## src/rtl/stkf_pkg.sv

```systemverilog
package stkf_pkg;

    typedef enum logic [2:0] {
        S_IDLE   = 3'd0,
        S_CHECK  = 3'd1,
        S_RD_PTR = 3'd2,
        S_WT_PTR = 3'd3,
        S_RD_SEL = 3'd4,
        S_WT_SEL = 3'd5,
        S_DONE   = 3'd6,
        S_FAULT  = 3'd7
    } stkf_state_e;

    typedef enum logic [1:0] {
        FK_NONE  = 2'd0,
        FK_LIMIT = 2'd1,
        FK_LEVEL = 2'd2,
        FK_TYPE  = 2'd3
    } stkf_fault_e;

    localparam int          TYPE_W      = 4;
    localparam int          SEL_W       = 16;
    localparam int          LVL_W       = 2;
    localparam logic [3:0]  TYPE_NARROW = 4'h3;
    localparam logic [3:0]  TYPE_WIDE   = 4'hB;
    localparam logic [1:0]  LEVEL_BAD   = 2'd3;

endpackage

```

## src/rtl/stkf_check.sv

```systemverilog
module stkf_check
    import stkf_pkg::*;
#(
    parameter int ADDR_W = 32
) (
    input  logic               backlink,
    input  logic [LVL_W-1:0]   level,
    input  logic [TYPE_W-1:0]  ttype,
    input  logic [ADDR_W-1:0]  limit,
    input  logic [ADDR_W-1:0]  base,
    output stkf_fault_e        fault,
    output logic               wide,
    output logic [ADDR_W-1:0]  ptr_addr,
    output logic [ADDR_W-1:0]  sel_addr
);

    localparam int EXT_W = ADDR_W + 1;

    logic              is_wide;
    logic              is_narrow;
    logic [ADDR_W-1:0] lvl_ext;
    logic [ADDR_W-1:0] entry_off;
    logic [ADDR_W-1:0] sel_step;
    logic [EXT_W-1:0]  last_byte;
    logic [EXT_W-1:0]  needed;
    logic [EXT_W-1:0]  limit_ext;

    always_comb begin
        is_wide   = (ttype == TYPE_WIDE);
        is_narrow = (ttype == TYPE_NARROW);
        lvl_ext   = ADDR_W'(level);
        if (is_wide) begin
            entry_off = (lvl_ext << 3) + ADDR_W'(4);
            sel_step  = ADDR_W'(4);
            last_byte = EXT_W'(entry_off) + EXT_W'(7);
        end else begin
            entry_off = (lvl_ext << 2) + ADDR_W'(2);
            sel_step  = ADDR_W'(2);
            last_byte = EXT_W'(entry_off) + EXT_W'(3);
        end
        if (backlink) begin
            needed = is_wide ? EXT_W'(4) : EXT_W'(2);
        end else begin
            needed = last_byte;
        end
        limit_ext = EXT_W'(limit);
    end

    always_comb begin
        if (!is_wide && !is_narrow) begin
            fault = FK_TYPE;
        end else if (!backlink && (level == LEVEL_BAD)) begin
            fault = FK_LEVEL;
        end else if (needed > limit_ext) begin
            fault = FK_LIMIT;
        end else begin
            fault = FK_NONE;
        end
    end

    always_comb begin
        wide     = is_wide;
        ptr_addr = base + entry_off;
        sel_addr = backlink ? base : (base + entry_off + sel_step);
    end

endmodule

```

## src/rtl/stkf_seq.sv

```systemverilog
module stkf_seq
    import stkf_pkg::*;
(
    input  logic        clk,
    input  logic        rst_n,
    input  logic        req_valid,
    input  logic        backlink,
    input  stkf_fault_e fault,
    input  logic        mem_gnt,
    input  logic        mem_rvalid,
    output stkf_state_e state,
    output logic        req_ready,
    output logic        req_fire,
    output logic        mem_req,
    output logic        ptr_phase,
    output logic        ptr_load,
    output logic        sel_load,
    output logic        out_valid,
    output logic        fault_valid
);

    stkf_state_e state_q;
    stkf_state_e state_d;

    always_ff @(posedge clk or negedge rst_n) begin
        if (!rst_n) begin
            state_q <= S_IDLE;
        end else begin
            state_q <= state_d;
        end
    end

    always_comb begin
        state_d = state_q;
        unique case (state_q)
            S_IDLE: begin
                if (req_valid) state_d = S_CHECK;
            end
            S_CHECK: begin
                if (fault != FK_NONE) state_d = S_FAULT;
                else if (backlink)    state_d = S_RD_SEL;
                else                  state_d = S_RD_PTR;
            end
            S_RD_PTR: begin
                if (mem_gnt) state_d = S_WT_PTR;
            end
            S_WT_PTR: begin
                if (mem_rvalid) state_d = S_RD_SEL;
            end
            S_RD_SEL: begin
                if (mem_gnt) state_d = S_WT_SEL;
            end
            S_WT_SEL: begin
                if (mem_rvalid) state_d = S_DONE;
            end
            S_DONE:  state_d = S_IDLE;
            S_FAULT: state_d = S_IDLE;
            default: state_d = S_IDLE;
        endcase
    end

    always_comb begin
        req_ready   = 1'b0;
        mem_req     = 1'b0;
        ptr_phase   = 1'b0;
        ptr_load    = 1'b0;
        sel_load    = 1'b0;
        out_valid   = 1'b0;
        fault_valid = 1'b0;
        unique case (state_q)
            S_IDLE:   req_ready = 1'b1;
            S_CHECK:  ;
            S_RD_PTR: begin
                mem_req   = 1'b1;
                ptr_phase = 1'b1;
            end
            S_WT_PTR: ptr_load = mem_rvalid;
            S_RD_SEL: mem_req  = 1'b1;
            S_WT_SEL: sel_load = mem_rvalid;
            S_DONE:   out_valid   = 1'b1;
            S_FAULT:  fault_valid = 1'b1;
            default:  ;
        endcase
        req_fire = req_ready && req_valid;
    end

    assign state = state_q;

endmodule

```

## src/rtl/stkf_capture.sv

```systemverilog
module stkf_capture
    import stkf_pkg::*;
#(
    parameter int DATA_W = 32
) (
    input  logic              clk,
    input  logic              rst_n,
    input  logic              clear,
    input  logic              ptr_load,
    input  logic              sel_load,
    input  logic              wide,
    input  logic [DATA_W-1:0] rdata,
    output logic [DATA_W-1:0] sp,
    output logic [SEL_W-1:0]  sel
);

    logic [DATA_W-1:0] sp_in;

    generate
        if (DATA_W > SEL_W) begin : g_ext
            always_comb begin
                sp_in = wide ? rdata : {{(DATA_W-SEL_W){1'b0}}, rdata[SEL_W-1:0]};
            end
        end else begin : g_noext
            always_comb begin
                sp_in = rdata;
            end
        end
    endgenerate

    always_ff @(posedge clk or negedge rst_n) begin
        if (!rst_n) begin
            sp  <= '0;
            sel <= '0;
        end else begin
            if (clear) begin
                sp  <= '0;
                sel <= '0;
            end
            if (ptr_load) sp  <= sp_in;
            if (sel_load) sel <= rdata[SEL_W-1:0];
        end
    end

endmodule

```

## src/rtl/tss_stack_fetch.sv

```systemverilog
module tss_stack_fetch
    import stkf_pkg::*;
#(
    parameter int ADDR_W = 32,
    parameter int DATA_W = 32
) (
    input  logic              clk,
    input  logic              rst_n,
    input  logic              req_valid,
    output logic              req_ready,
    input  logic              req_backlink,
    input  logic [1:0]        req_level,
    input  logic [15:0]       tr_sel,
    input  logic [ADDR_W-1:0] tr_base,
    input  logic [ADDR_W-1:0] tr_limit,
    input  logic [3:0]        tr_type,
    output logic              mem_req,
    output logic [ADDR_W-1:0] mem_addr,
    output logic              mem_dword,
    input  logic              mem_gnt,
    input  logic              mem_rvalid,
    input  logic [DATA_W-1:0] mem_rdata,
    output logic              out_valid,
    output logic [15:0]       out_sel,
    output logic [DATA_W-1:0] out_sp,
    output logic              fault_valid,
    output logic [1:0]        fault_kind,
    output logic [15:0]       fault_code
);

    logic              snap_backlink;
    logic [LVL_W-1:0]  snap_level;
    logic [SEL_W-1:0]  snap_sel;
    logic [ADDR_W-1:0] snap_base;
    logic [ADDR_W-1:0] snap_limit;
    logic [TYPE_W-1:0] snap_type;

    stkf_fault_e       chk_fault;
    logic              chk_wide;
    logic [ADDR_W-1:0] chk_ptr_addr;
    logic [ADDR_W-1:0] chk_sel_addr;

    stkf_state_e       seq_state;
    logic              req_fire;
    logic              ptr_phase;
    logic              ptr_load;
    logic              sel_load;

    always_ff @(posedge clk or negedge rst_n) begin
        if (!rst_n) begin
            snap_backlink <= 1'b0;
            snap_level    <= '0;
            snap_sel      <= '0;
            snap_base     <= '0;
            snap_limit    <= '0;
            snap_type     <= '0;
        end else if (req_fire) begin
            snap_backlink <= req_backlink;
            snap_level    <= req_level;
            snap_sel      <= tr_sel;
            snap_base     <= tr_base;
            snap_limit    <= tr_limit;
            snap_type     <= tr_type;
        end
    end

    stkf_check #(.ADDR_W(ADDR_W)) u_check (
        .backlink (snap_backlink),
        .level    (snap_level),
        .ttype    (snap_type),
        .limit    (snap_limit),
        .base     (snap_base),
        .fault    (chk_fault),
        .wide     (chk_wide),
        .ptr_addr (chk_ptr_addr),
        .sel_addr (chk_sel_addr)
    );

    stkf_seq u_seq (
        .clk         (clk),
        .rst_n       (rst_n),
        .req_valid   (req_valid),
        .backlink    (snap_backlink),
        .fault       (chk_fault),
        .mem_gnt     (mem_gnt),
        .mem_rvalid  (mem_rvalid),
        .state       (seq_state),
        .req_ready   (req_ready),
        .req_fire    (req_fire),
        .mem_req     (mem_req),
        .ptr_phase   (ptr_phase),
        .ptr_load    (ptr_load),
        .sel_load    (sel_load),
        .out_valid   (out_valid),
        .fault_valid (fault_valid)
    );

    stkf_capture #(.DATA_W(DATA_W)) u_capture (
        .clk      (clk),
        .rst_n    (rst_n),
        .clear    (req_fire),
        .ptr_load (ptr_load),
        .sel_load (sel_load),
        .wide     (chk_wide),
        .rdata    (mem_rdata),
        .sp       (out_sp),
        .sel      (out_sel)
    );

    always_comb begin
        if (mem_req) begin
            mem_addr  = ptr_phase ? chk_ptr_addr : chk_sel_addr;
            mem_dword = ptr_phase && chk_wide;
        end else begin
            mem_addr  = '0;
            mem_dword = 1'b0;
        end
        if (fault_valid) begin
            fault_kind = chk_fault;
            fault_code = {snap_sel[SEL_W-1:2], 2'b00};
        end else begin
            fault_kind = FK_NONE;
            fault_code = '0;
        end
    end

endmodule

```

## config.mk

```make
export PLATFORM = sky130hd
export DESIGN_NAME = tss_stack_fetch
export DESIGN_NICKNAME = d
export VERILOG_FILES = /design/src/rtl/stkf_pkg.sv /design/src/rtl/stkf_check.sv /design/src/rtl/stkf_seq.sv /design/src/rtl/stkf_capture.sv /design/src/rtl/tss_stack_fetch.sv
export SDC_FILE = /design/constraint.sdc
export NUM_CORES = 1
export LEC_CHECK = 0
export ABC_AREA = 1
export BUFFER_PORTS_ARGS = -buffer_cell sky130_fd_sc_hd__buf_4
export CELL_PAD_IN_SITES_DETAIL_PLACEMENT = 0
export CELL_PAD_IN_SITES_GLOBAL_PLACEMENT = 1
export CORE_UTILIZATION = 41
export CTS_CLUSTER_DIAMETER = 120
export DETAILED_ROUTE_END_ITERATION = 8
export GPL_ROUTABILITY_DRIVEN = 0
export GPL_TIMING_DRIVEN = 0
export PLACE_DENSITY = 0.83
export SYNTH_ARGS = -nofsm -noshare
export SYNTH_HDL_FRONTEND = slang
export SYNTH_SLANG_ARGS = --single-unit
export TNS_END_PERCENT = 1
```

## constraint.sdc

```tcl
create_clock -name clk -period 10.3 [get_ports clk]
set_input_delay 1.545 -clock clk [delete_from_list [all_inputs] [get_ports clk]]
set_output_delay 1.545 -clock clk [all_outputs]
set_load 0.005 [all_outputs]
```

**After elaboration in Yosys (flattened, before gate mapping)**

Index checks and enable logic that the tools add are counted.

- Register bits after elaboration: 138
- Output and inout port bits: 103
- Word-level logic and storage cells: 79
- Input port bits: 124

- Mux-type cells: 34
- Magnitude comparators: 1
- Equal/unequal tests: 15
- Reductions and logical operators: 14
- $add $sub $neg: 6

Operator list:

| cell | count |
|---|---|
| 32-bit two-way mux | 6 |
| 33-bit two-way mux | 2 |
| 32-bit adder | 2 |
| 16-bit two-way mux | 3 |
| 32-bit by 2-bit adder with 33-bit output (second input constant) | 1 |
| 32-bit by 3-bit adder with 33-bit output (second input constant) | 1 |
| 33-bit by 32-bit > comparator with 1-bit output | 1 |
| 3-bit two-way mux | 9 |
| 3-bit one-hot mux with 7 select lines | 1 |
| 3-bit == test (second input constant) | 4 |
| 2-bit != test (second input constant) | 5 |
| 1-bit two-way mux | 9 |
| 5-bit by 3-bit adder with 6-bit output (second input constant) | 1 |
| 3-bit by 2-bit == test with 1-bit output (second input constant) | 2 |
| 2-bit two-way mux | 3 |
| 6-bit two-way mux | 1 |
| 2-bit nonzero test | 3 |
| 4-bit by 2-bit adder with 5-bit output (second input constant) | 1 |
| 5-bit AND reduction | 1 |
| 4-bit by 2-bit == test with 1-bit output (second input constant) | 1 |
| 4-bit == test (second input constant) | 1 |
| 1-bit logical AND | 4 |
| 2-bit OR reduction | 2 |
| 3-bit by 1-bit == test with 1-bit output (second input constant) | 1 |
| other kinds (3) | 5 |

**Longest topological paths before layout**

Gate-level depths: netlist of run 1.

- Depth in word-level cells: 11
- Mapped depth: 24

**Modules after synthesis**

From an unflattened synthesis of run 1, not the netlist that was laid out.

- Cells, all modules: 1478
- Area, all modules: 9624.2 µm²

Modules (own cells, without submodules):

| module | instances | area each (µm²) | cells each | sequential area each (µm²) |
|---|---|---|---|---|
| tss_stack_fetch | 1 | 4210.3 | 568 | 2127.0 |
| stkf_check | 1 | 3133.0 | 640 | 0.0 |
| stkf_capture | 1 | 1886.8 | 206 | 1201.2 |
| stkf_seq | 1 | 394.1 | 64 | 75.1 |

**Worst setup path after synthesis of run 1**

No wires, ideal clock.

- Path kind: flip-flop to output port
- Start point: reg snap_type[2]
- End point: out mem_addr[24]
- Slack: 5635 ps
- Cell stages (with the launch flop): 20
- Arrival time: 3120 ps
- Required time: 8755 ps
- Path through: dfrtp_1 nor2_1 nand2_1 clkinv_1 nor2_1 fa_1 inv_1 ha_1 a21oi_1 nor2_1 nand3_1 nor2_2 nand3_1 nor2_4 nand3_4 nor2_4 nand2_1 nand2_1 nand3_1 a21oi_2

- Word-level cells in the longest chain between the ends: 7
- Elaborated cells between the ends (all ways): 8

Ends and longest elaborated chain:

| element | RTL line | RTL |
|---|---|---|
| start, declared | tss_stack_fetch.sv:36 | `logic [TYPE_W-1:0] snap_type;` |
| start signal, assigned | tss_stack_fetch.sv:63 | `snap_type <= tr_type;` |
| 4-bit == test (*) | stkf_check.sv:29 | `is_wide = (ttype == TYPE_WIDE);` |
| 6-bit two-way mux | stkf_check.sv:32 | `if (is_wide) begin` |
| 32-bit adder | stkf_check.sv:63, stkf_check.sv:64 |  |
| 32-bit adder | stkf_check.sv:64 | `sel_addr = backlink ? base : (base + entry_off + sel_step);` |
| 32-bit two-way mux | stkf_check.sv:64 |  |
| 32-bit two-way mux (*) | tss_stack_fetch.sv:112 | `mem_addr = ptr_phase ? chk_ptr_addr : chk_sel_addr;` |
| 32-bit two-way mux (*) | tss_stack_fetch.sv:111 | `if (mem_req) begin` |
| end, declared | tss_stack_fetch.sv:18 | `output logic [ADDR_W-1:0] mem_addr,` |

Every way passes the cells marked *; elsewhere a longest branch is shown, timed or not.

**Worst setup path in the final report of run 1**

- Start point: reg snap_type[0]
- End point: out mem_addr[14]

The elaborated chain is that of the path after synthesis.

==> metrics, run 1 <==
clock root cell clkbuf_16; synthesized area 8850 sq um; count of final hold-check violations 0; WP buf/inv 3; synth warn 0; register area 3400 sq um; clk_skew 0.0137 ns; outcome finished clean; grt ovf 0; Avg WL per Cell 17.6 microns; worst min path class reg -> reg; Final Power 3.60 mW; clock share of power 18.0%; Yosys reg bits 136; Net Sw Frac 48.8%; clk_lat worst skew 0.45 ns; final setup TNS 0 ns; CP startpoint kind flop; RR Endpoint snap_base[22]; ys flop type dfrtp_1; Crit path max-delay family simple AND/OR/NAND/NOR gates; final period utilization 59.0%; unrepaired setup endpoints after global routing false; CTS-repair resized insts 0; H-tree depth 4; FFs w/ async S/R, synth 100%; cells after synthesis 1,210; Hold-fix buffers, CTS 0; net switching power 1.76 mW; drt pass-1 iters 5; final net count 1,592; Core Area 21,100 sq um; Worst Path Required 8.76 ns; Clock Sinks 136; FILL cells 2,133; postcts setup bufs 0; reg2reg path depth 8; leakage power 5.96 nW; R2R setup slack 7.35 ns; fmax 165 MHz; CP Class reg -> out; via count 9,059; synthesis-to-layout area growth 30.1%; vias in the first global route 8,921; worst hold start u_capture.sp[17]; Post-Route WL 30,700 microns; clk slew on worst S/H paths 0.07 ns; most common cell after layout, fill and taps aside nand2_1; sequential-to-total area share from yosys stat 38.5%; Worst-Margin Slew 0.865 ns; dpl cell area 10,900 sq um; combinational group share of total power 56.8%; Layout Cells excl Fill 1,741; critical path capture point type primary output; Power Dens Cells 313 nW/um^2; Largest stage delay, worst path 0.52 ns; Multi-input gate area 4610 sq um; chip height 149 microns; max-capacitance violation count 0; placed cell count 1,709; most frequent cells in the layout 235 x nand2_1, 224 x buf_4, 162 x nor2_1, 136 x dfrtp_1, 135 x nand3_1; 1st-iter DRT viols 589; number of port buffers 222; critical path peak fanout 10; number of routed nets with antenna violations 0; DR vias/cell 5.20; final instance area 11,500 sq um; initial antenna violation count 0; GRT Resource Usage Total 28.3%; Die Wd 149 microns; Final Util 54.6%; VDD IR max 0.146 mV; Initial Util 42.0%; crit-path cells nand2_1 -> nor2_1 -> nand2_1 -> clkinv_1 -> nor2_1 -> fa_1 -> inv_1 -> ha_1 -> a21oi_1 -> nor2_1 -> nand3_1 -> nor2_2 -> nand3_1 -> nor2_4 -> nand2_1 -> o21ai_0 -> a21oi_1 -> a211oi_1 -> buf_4; Max clock buf depth 2; CP arrival 4.53 ns; DRC Markers 0; clock buffer count from CTS 17; full die area 22,200 sq um; first-pass GRT wire length 47,600 microns; EDFF count, synth 0; Final Critical Period 6.08 ns; reg2reg start u_seq.state[2]; final setup fails 0; Post-DP HPWL 23,600 microns; row cnt 53; critical path's slowest cell fa_1; Max-slew headroom 42.3%; share of layout cells above drive strength 1 26.2%; Flop pwr share 25.3%; antenna cell count 0; Ports 227; library cells used by synthesis 51; Worst Hold Depth 2; CTS tree done; Slew Viols, Final 0; Syn Area/Cell 7.31 sq um; internal power 1.84 mW; largest net degree at the start of global routing 71; Min-Delay Endpoint u_capture.sp[17]
## registers in the layout, summed over array words and instances (netlist names)
signal / flops
u_capture.sel: 16
snap_type: 4
snap_level: 2
snap_sel: 14
snap_limit: 32
snap_base: 32
u_seq.state: 3
snap_backlink: 1
u_capture.sp: 32
## layout make-up
| cell class | instances | area share (%) |
|---|---|---|
| Tap cell | 275 | 2.99 |
| Clock inverter | 15 | 1.68 |
| Multi-Input combinational cell | 883 | 40.0 |
| Timing Repair Buffer | 223 | 14.7 |
| Inverter | 140 | 4.56 |
| Sequential cell | 136 | 29.6 |
| Clock buffer | 17 | 3.69 |
| Buffer | 52 | 2.72 |
## how the worst max path moves through the flow
stage	from	endpoint	slack, ns	cells after the start
6_report	snap_type[0]	mem_addr[14]	4.22	19
5_1_grt	snap_type[1]	mem_addr[18]	3.92	20
4_1_cts	snap_type[0]	mem_addr[14]	4.28	19
3_5_place_dp	snap_type[2]	mem_addr[14]	4.75	18
3_3_place_gp	snap_type[1]	mem_addr[14]	4.78	19
2_1_floorplan	snap_type[2]	mem_addr[24]	5.64	19
## synthesized netlist by cell type (13+ instances only)
cell type	count	area, sq um
dfrtp_1	136	3400
nor2_1	162	608
ha_1	13	163
nand2_2	25	156
o21ai_0	86	430
nand3_1	135	676
inv_1	130	488
mux2_2	34	383
a21oi_1	82	410
nor2_2	13	81.3
clkbuf_1	31	116
nand4_1	15	93.8
nand2_1	235	882
## worst min-delay path, stage by stage (launching register included)
cell and delay (ns):
dfrtp_1 0.35, nand3_1 0.07, nand2_1 0.05
## metal layers
layer	routed length (microns)	vias to the layer above	GRT usage (%)
met3	2590	46	7.86
li1	-	4446	-
met4	702	0	8.62
met1	13000	4238	36.0
met5	0	-	0
met2	14400	329	46.4
## cells by family (layout without fill, tap and decap cells)
group,after synthesis,after routing,synth area share (%)
AO/OA/AOI/OAI,200,200,12.2
buffers and inverters,192,447,9.47
AND/OR/NAND/NOR,628,628,32.8
other,1,2,0.0424
XOR/XNOR,4,4,0.396
multiplexers,34,34,4.33
adder cells (fa/ha/maj),15,15,2.29
flip-flops,136,136,38.5
## stage by stage
stage          hold slack [ns]  worst slack (ns)
3_5_place_dp             0.490              4.75
4_1_cts                  0.510              4.28
5_1_grt                  0.527              3.92
3_3_place_gp             0.485              4.78
2_1_floorplan            0.479              5.64
6_report                 0.507              4.22
## power groups by stage
| stage | combinational (mW) | clock [mW] | sequential, mW |
|---|---|---|---|
| 2_1_floorplan | 1.34 | 0 | 0.872 |
| 3_3_place_gp | 2.01 | 0 | 0.910 |
| 4_1_cts | 2.04 | 0.650 | 0.905 |
| 6_report | 2.04 | 0.647 | 0.909 |
| 5_1_grt | 2.27 | 0.673 | 0.935 |
| 3_5_place_dp | 2.03 | 0 | 0.909 |
No activity file was read; power rests on OpenSTA's default activity.
==> run 2: changes to the inputs <==
--- a/config.mk
+++ b/config.mk
@@ -5,16 +5,16 @@
 export SDC_FILE = /design/constraint.sdc
 export NUM_CORES = 1
 export LEC_CHECK = 0
-export ABC_AREA = 1
+export ABC_AREA = 0
 export BUFFER_PORTS_ARGS = -buffer_cell sky130_fd_sc_hd__buf_4
 export CELL_PAD_IN_SITES_DETAIL_PLACEMENT = 0
 export CELL_PAD_IN_SITES_GLOBAL_PLACEMENT = 1
-export CORE_UTILIZATION = 41
+export CORE_UTILIZATION = 40
 export CTS_CLUSTER_DIAMETER = 120
 export DETAILED_ROUTE_END_ITERATION = 8
 export GPL_ROUTABILITY_DRIVEN = 0
 export GPL_TIMING_DRIVEN = 0
-export PLACE_DENSITY = 0.83
+export PLACE_DENSITY = 0.79
 export SYNTH_ARGS = -nofsm -noshare
 export SYNTH_HDL_FRONTEND = slang
 export SYNTH_SLANG_ARGS = --single-unit
==> constraint.sdc (replaced) <==
create_clock -name clk -period 6.35 [get_ports clk]
set_input_delay 0.9525 -clock clk [delete_from_list [all_inputs] [get_ports clk]]
set_output_delay 0.9525 -clock clk [all_outputs]
set_load 0.005 [all_outputs]
==> metrics, run 2 <==
CP startpoint kind flop; ys flop type dfrtp_1; Yosys reg bits 136; Worst-Margin Slew 0.938 ns; vias in the first global route 7,518; net switching power 2.34 mW; mux cell area share after synthesis 12.2%; top cells by area, synth dfrtp_1 42%, mux2_2 11%, nand2_1 6.1%, o21ai_0 3.8%, clkbuf_1 2.3%; Max-slew headroom 37.4%; Post-Synth Simple-Gate Area 20.2%; max-capacitance violation count 0; VDD IR max 0.227 mV; Slew Viols, Final 0; clk_lat worst skew 0.43 ns; DR vias/cell 5.44; share of layout cells above drive strength 1 33.1%; reg2reg start snap_backlink; cells after synthesis 866; via count 7,571; internal power 3.13 mW; Clock Sinks 136; clk_skew 0.0138 ns; CP Class reg -> out; largest family of logic cells by synthesized area simple AND/OR/NAND/NOR gates; clock share of power 18.8%; largest net degree at the start of global routing 98; Post-Route WL 26,100 microns; leakage power 4.75 nW; clock root cell clkbuf_16; drt pass-1 iters 5; most numerous cell in the Yosys netlist dfrtp_1; H-tree depth 4; final instance area 10,800 sq um; Initial Util 41.1%; unrepaired setup endpoints after global routing false; sequential-to-total area share from yosys stat 42.1%; 1st-iter DRT viols 399; Die Wd 144 microns; Avg WL per Cell 18.8 microns; top cells by count, synth 136 x dfrtp_1, 131 x nand2_1, 76 x mux2_2, 62 x o21ai_0, 49 x clkbuf_1; Post-Synth XOR/XNOR Area 2.58%; Syn Area/Cell 9.34 sq um; initial antenna violation count 0; row cnt 51; EDFF count, synth 0; final period utilization 96.1%; Worst Path Required 5.40 ns; CTS tree done; CP arrival 5.15 ns; Power Dens Cells 506 nW/um^2; critical path peak fanout 10; number of routed nets with antenna violations 0; Final Critical Period 6.10 ns; combinational group share of total power 53.8%; clock buffer count from CTS 17; critical path capture point type primary output; biggest registers after layout snap_base x32, snap_limit x32, u_capture.sp x32; final net count 1,253; Synth Area in Compound Gates 15.8%; Fin Hold WS 0.436 ns; Post-DP HPWL 18,900 microns; most frequent cells in the layout 231 x buf_4, 136 x dfrtp_1, 131 x nand2_1, 76 x mux2_2, 62 x o21ai_0; antenna cell count 0; DRC Markers 0; top cell type's share of synthesized area 42.1%; Net Sw Frac 42.7%; first-pass GRT wire length 40,800 microns; synthesized area 8090 sq um; Adder-Cell Fraction of Synth Area 2.63%; full die area 20,800 sq um; count of final hold-check violations 0; Crit. Startpoint snap_type[0]; synthesis-to-layout area growth 33.6%; Flop pwr share 27.4%; dpl cell area 10,100 sq um; Max clock buf depth 2; outcome finished clean; worst min path class in -> async; largest area contributor in the netlist dfrtp_1; synth warn 0; FFs w/ async S/R, synth 100%; chip height 144 microns; Core Area 19,700 sq um; clk slew on worst S/H paths 0.06 ns; grt ovf 0; Ports 227; final setup fails 0; GRT Resource Usage Total 25.8%; fmax 164 MHz; number of port buffers 222; most common cell after layout, fill and taps aside buf_4; library cells used by synthesis 78
run 2: cell count changes after synthesis, sizes merged, moves of 21 or more:
cell | before | now
nor2 | 186 | 45
nand3 | 141 | 21
a21oi | 86 | 25
nand2 | 267 | 132
inv | 136 | 20
mux2 | 34 | 76
o21ai | 89 | 68
run 2: cells by family after synthesis:
kind of cell	Yosys count
flip-flops	136
other	1
AND/OR/NAND/NOR	324
buffers and inverters	87
multiplexers	89
AO/OA/AOI/OAI	190
adder cells (fa/ha/maj)	16
XOR/XNOR	23
run 2: path summary, 6_finish.rpt:
check                      slack, ns              to  cells past startpoint
max reg2reg                     1.98  u_seq.state[0]                     14
min reg2reg                     0.50     snap_sel[5]                      1
max                             0.25    mem_addr[26]                     19
max in group asynchronous       5.10    snap_type[1]                      2
min in group clk                0.50     snap_sel[5]                      1
min                             0.44   snap_base[11]                      1
run 2: what timing repair did:
item,CTS,global route
pin swaps,2,1
resized for setup,3,6
hold buffers,0,0
setup buffers,1,6
setup endpoints to repair,14,7
run 2: routing by layer:
metal	vias up	share of wire [%]	global-route usage, %
met4	0	2.0	8.31
met2	285	48	42.7
met5	-	0	0
met3	40	7.7	7.15
li1	3603	-	-
met1	3643	42	32.5
run 2: layout make-up:
| type | count | area, sq um |
|---|---|---|
| clock buffers | 19 | 443 |
| multi-input cells | 644 | 4350 |
| repair buffers | 230 | 1750 |
| flip-flops and latches | 136 | 3400 |
| clock inverters | 13 | 159 |
| inverters | 20 | 78.8 |
| plain buffers | 65 | 284 |
| fillers | 1890 | 8850 |
| well taps | 265 | 332 |
run 2: stage by stage:
step | utilization [%] | instances | setup slack [ns] | setup TNS, ns | power (mW)
after detailed placement | 51.5 | 1355 | -0.193 | -0.713 | 4.39
after global placement | 51.3 | 1354 | -0.177 | -0.644 | 4.34
after CTS | 54.6 | 1386 | -0.0572 | -0.0846 | 5.45
final | 55.0 | 1392 | 0.245 | 0 | 5.47
after floorplan | - | 867 | 1.09 | 0 | 3.30
after global routing | 55.0 | 1392 | 0.0206 | 0 | 5.85
run 2: power groups by stage:
stage / Combinational, mW / Clock (mW) / Sequential [mW]
CTS: 2.91 / 1.05 / 1.50
floorplan: 1.86 / 0 / 1.45
global route: 3.22 / 1.08 / 1.55
finish: 2.94 / 1.03 / 1.50
global placement: 2.85 / 0 / 1.49
detailed placement: 2.89 / 0 / 1.50
run 2: critical path, cell delays in order (launching register included):
cell,delay (ns)
dfrtp_1,0.38
nand2_1,0.10
nor2_4,0.06
and2_4,0.21
clkinvlp_4,0.11
buf_4,0.13
ha_1,0.19
inv_1,0.06
fa_1,0.42
nand2b_1,0.24
a21oi_4,0.28
clkbuf_4,0.28
nand3_1,0.13
a22oi_2,0.29
nand4_1,0.28
or4_1,0.56
buf_2,0.19
o31ai_1,0.33
mux2i_1,0.31
buf_4,0.16
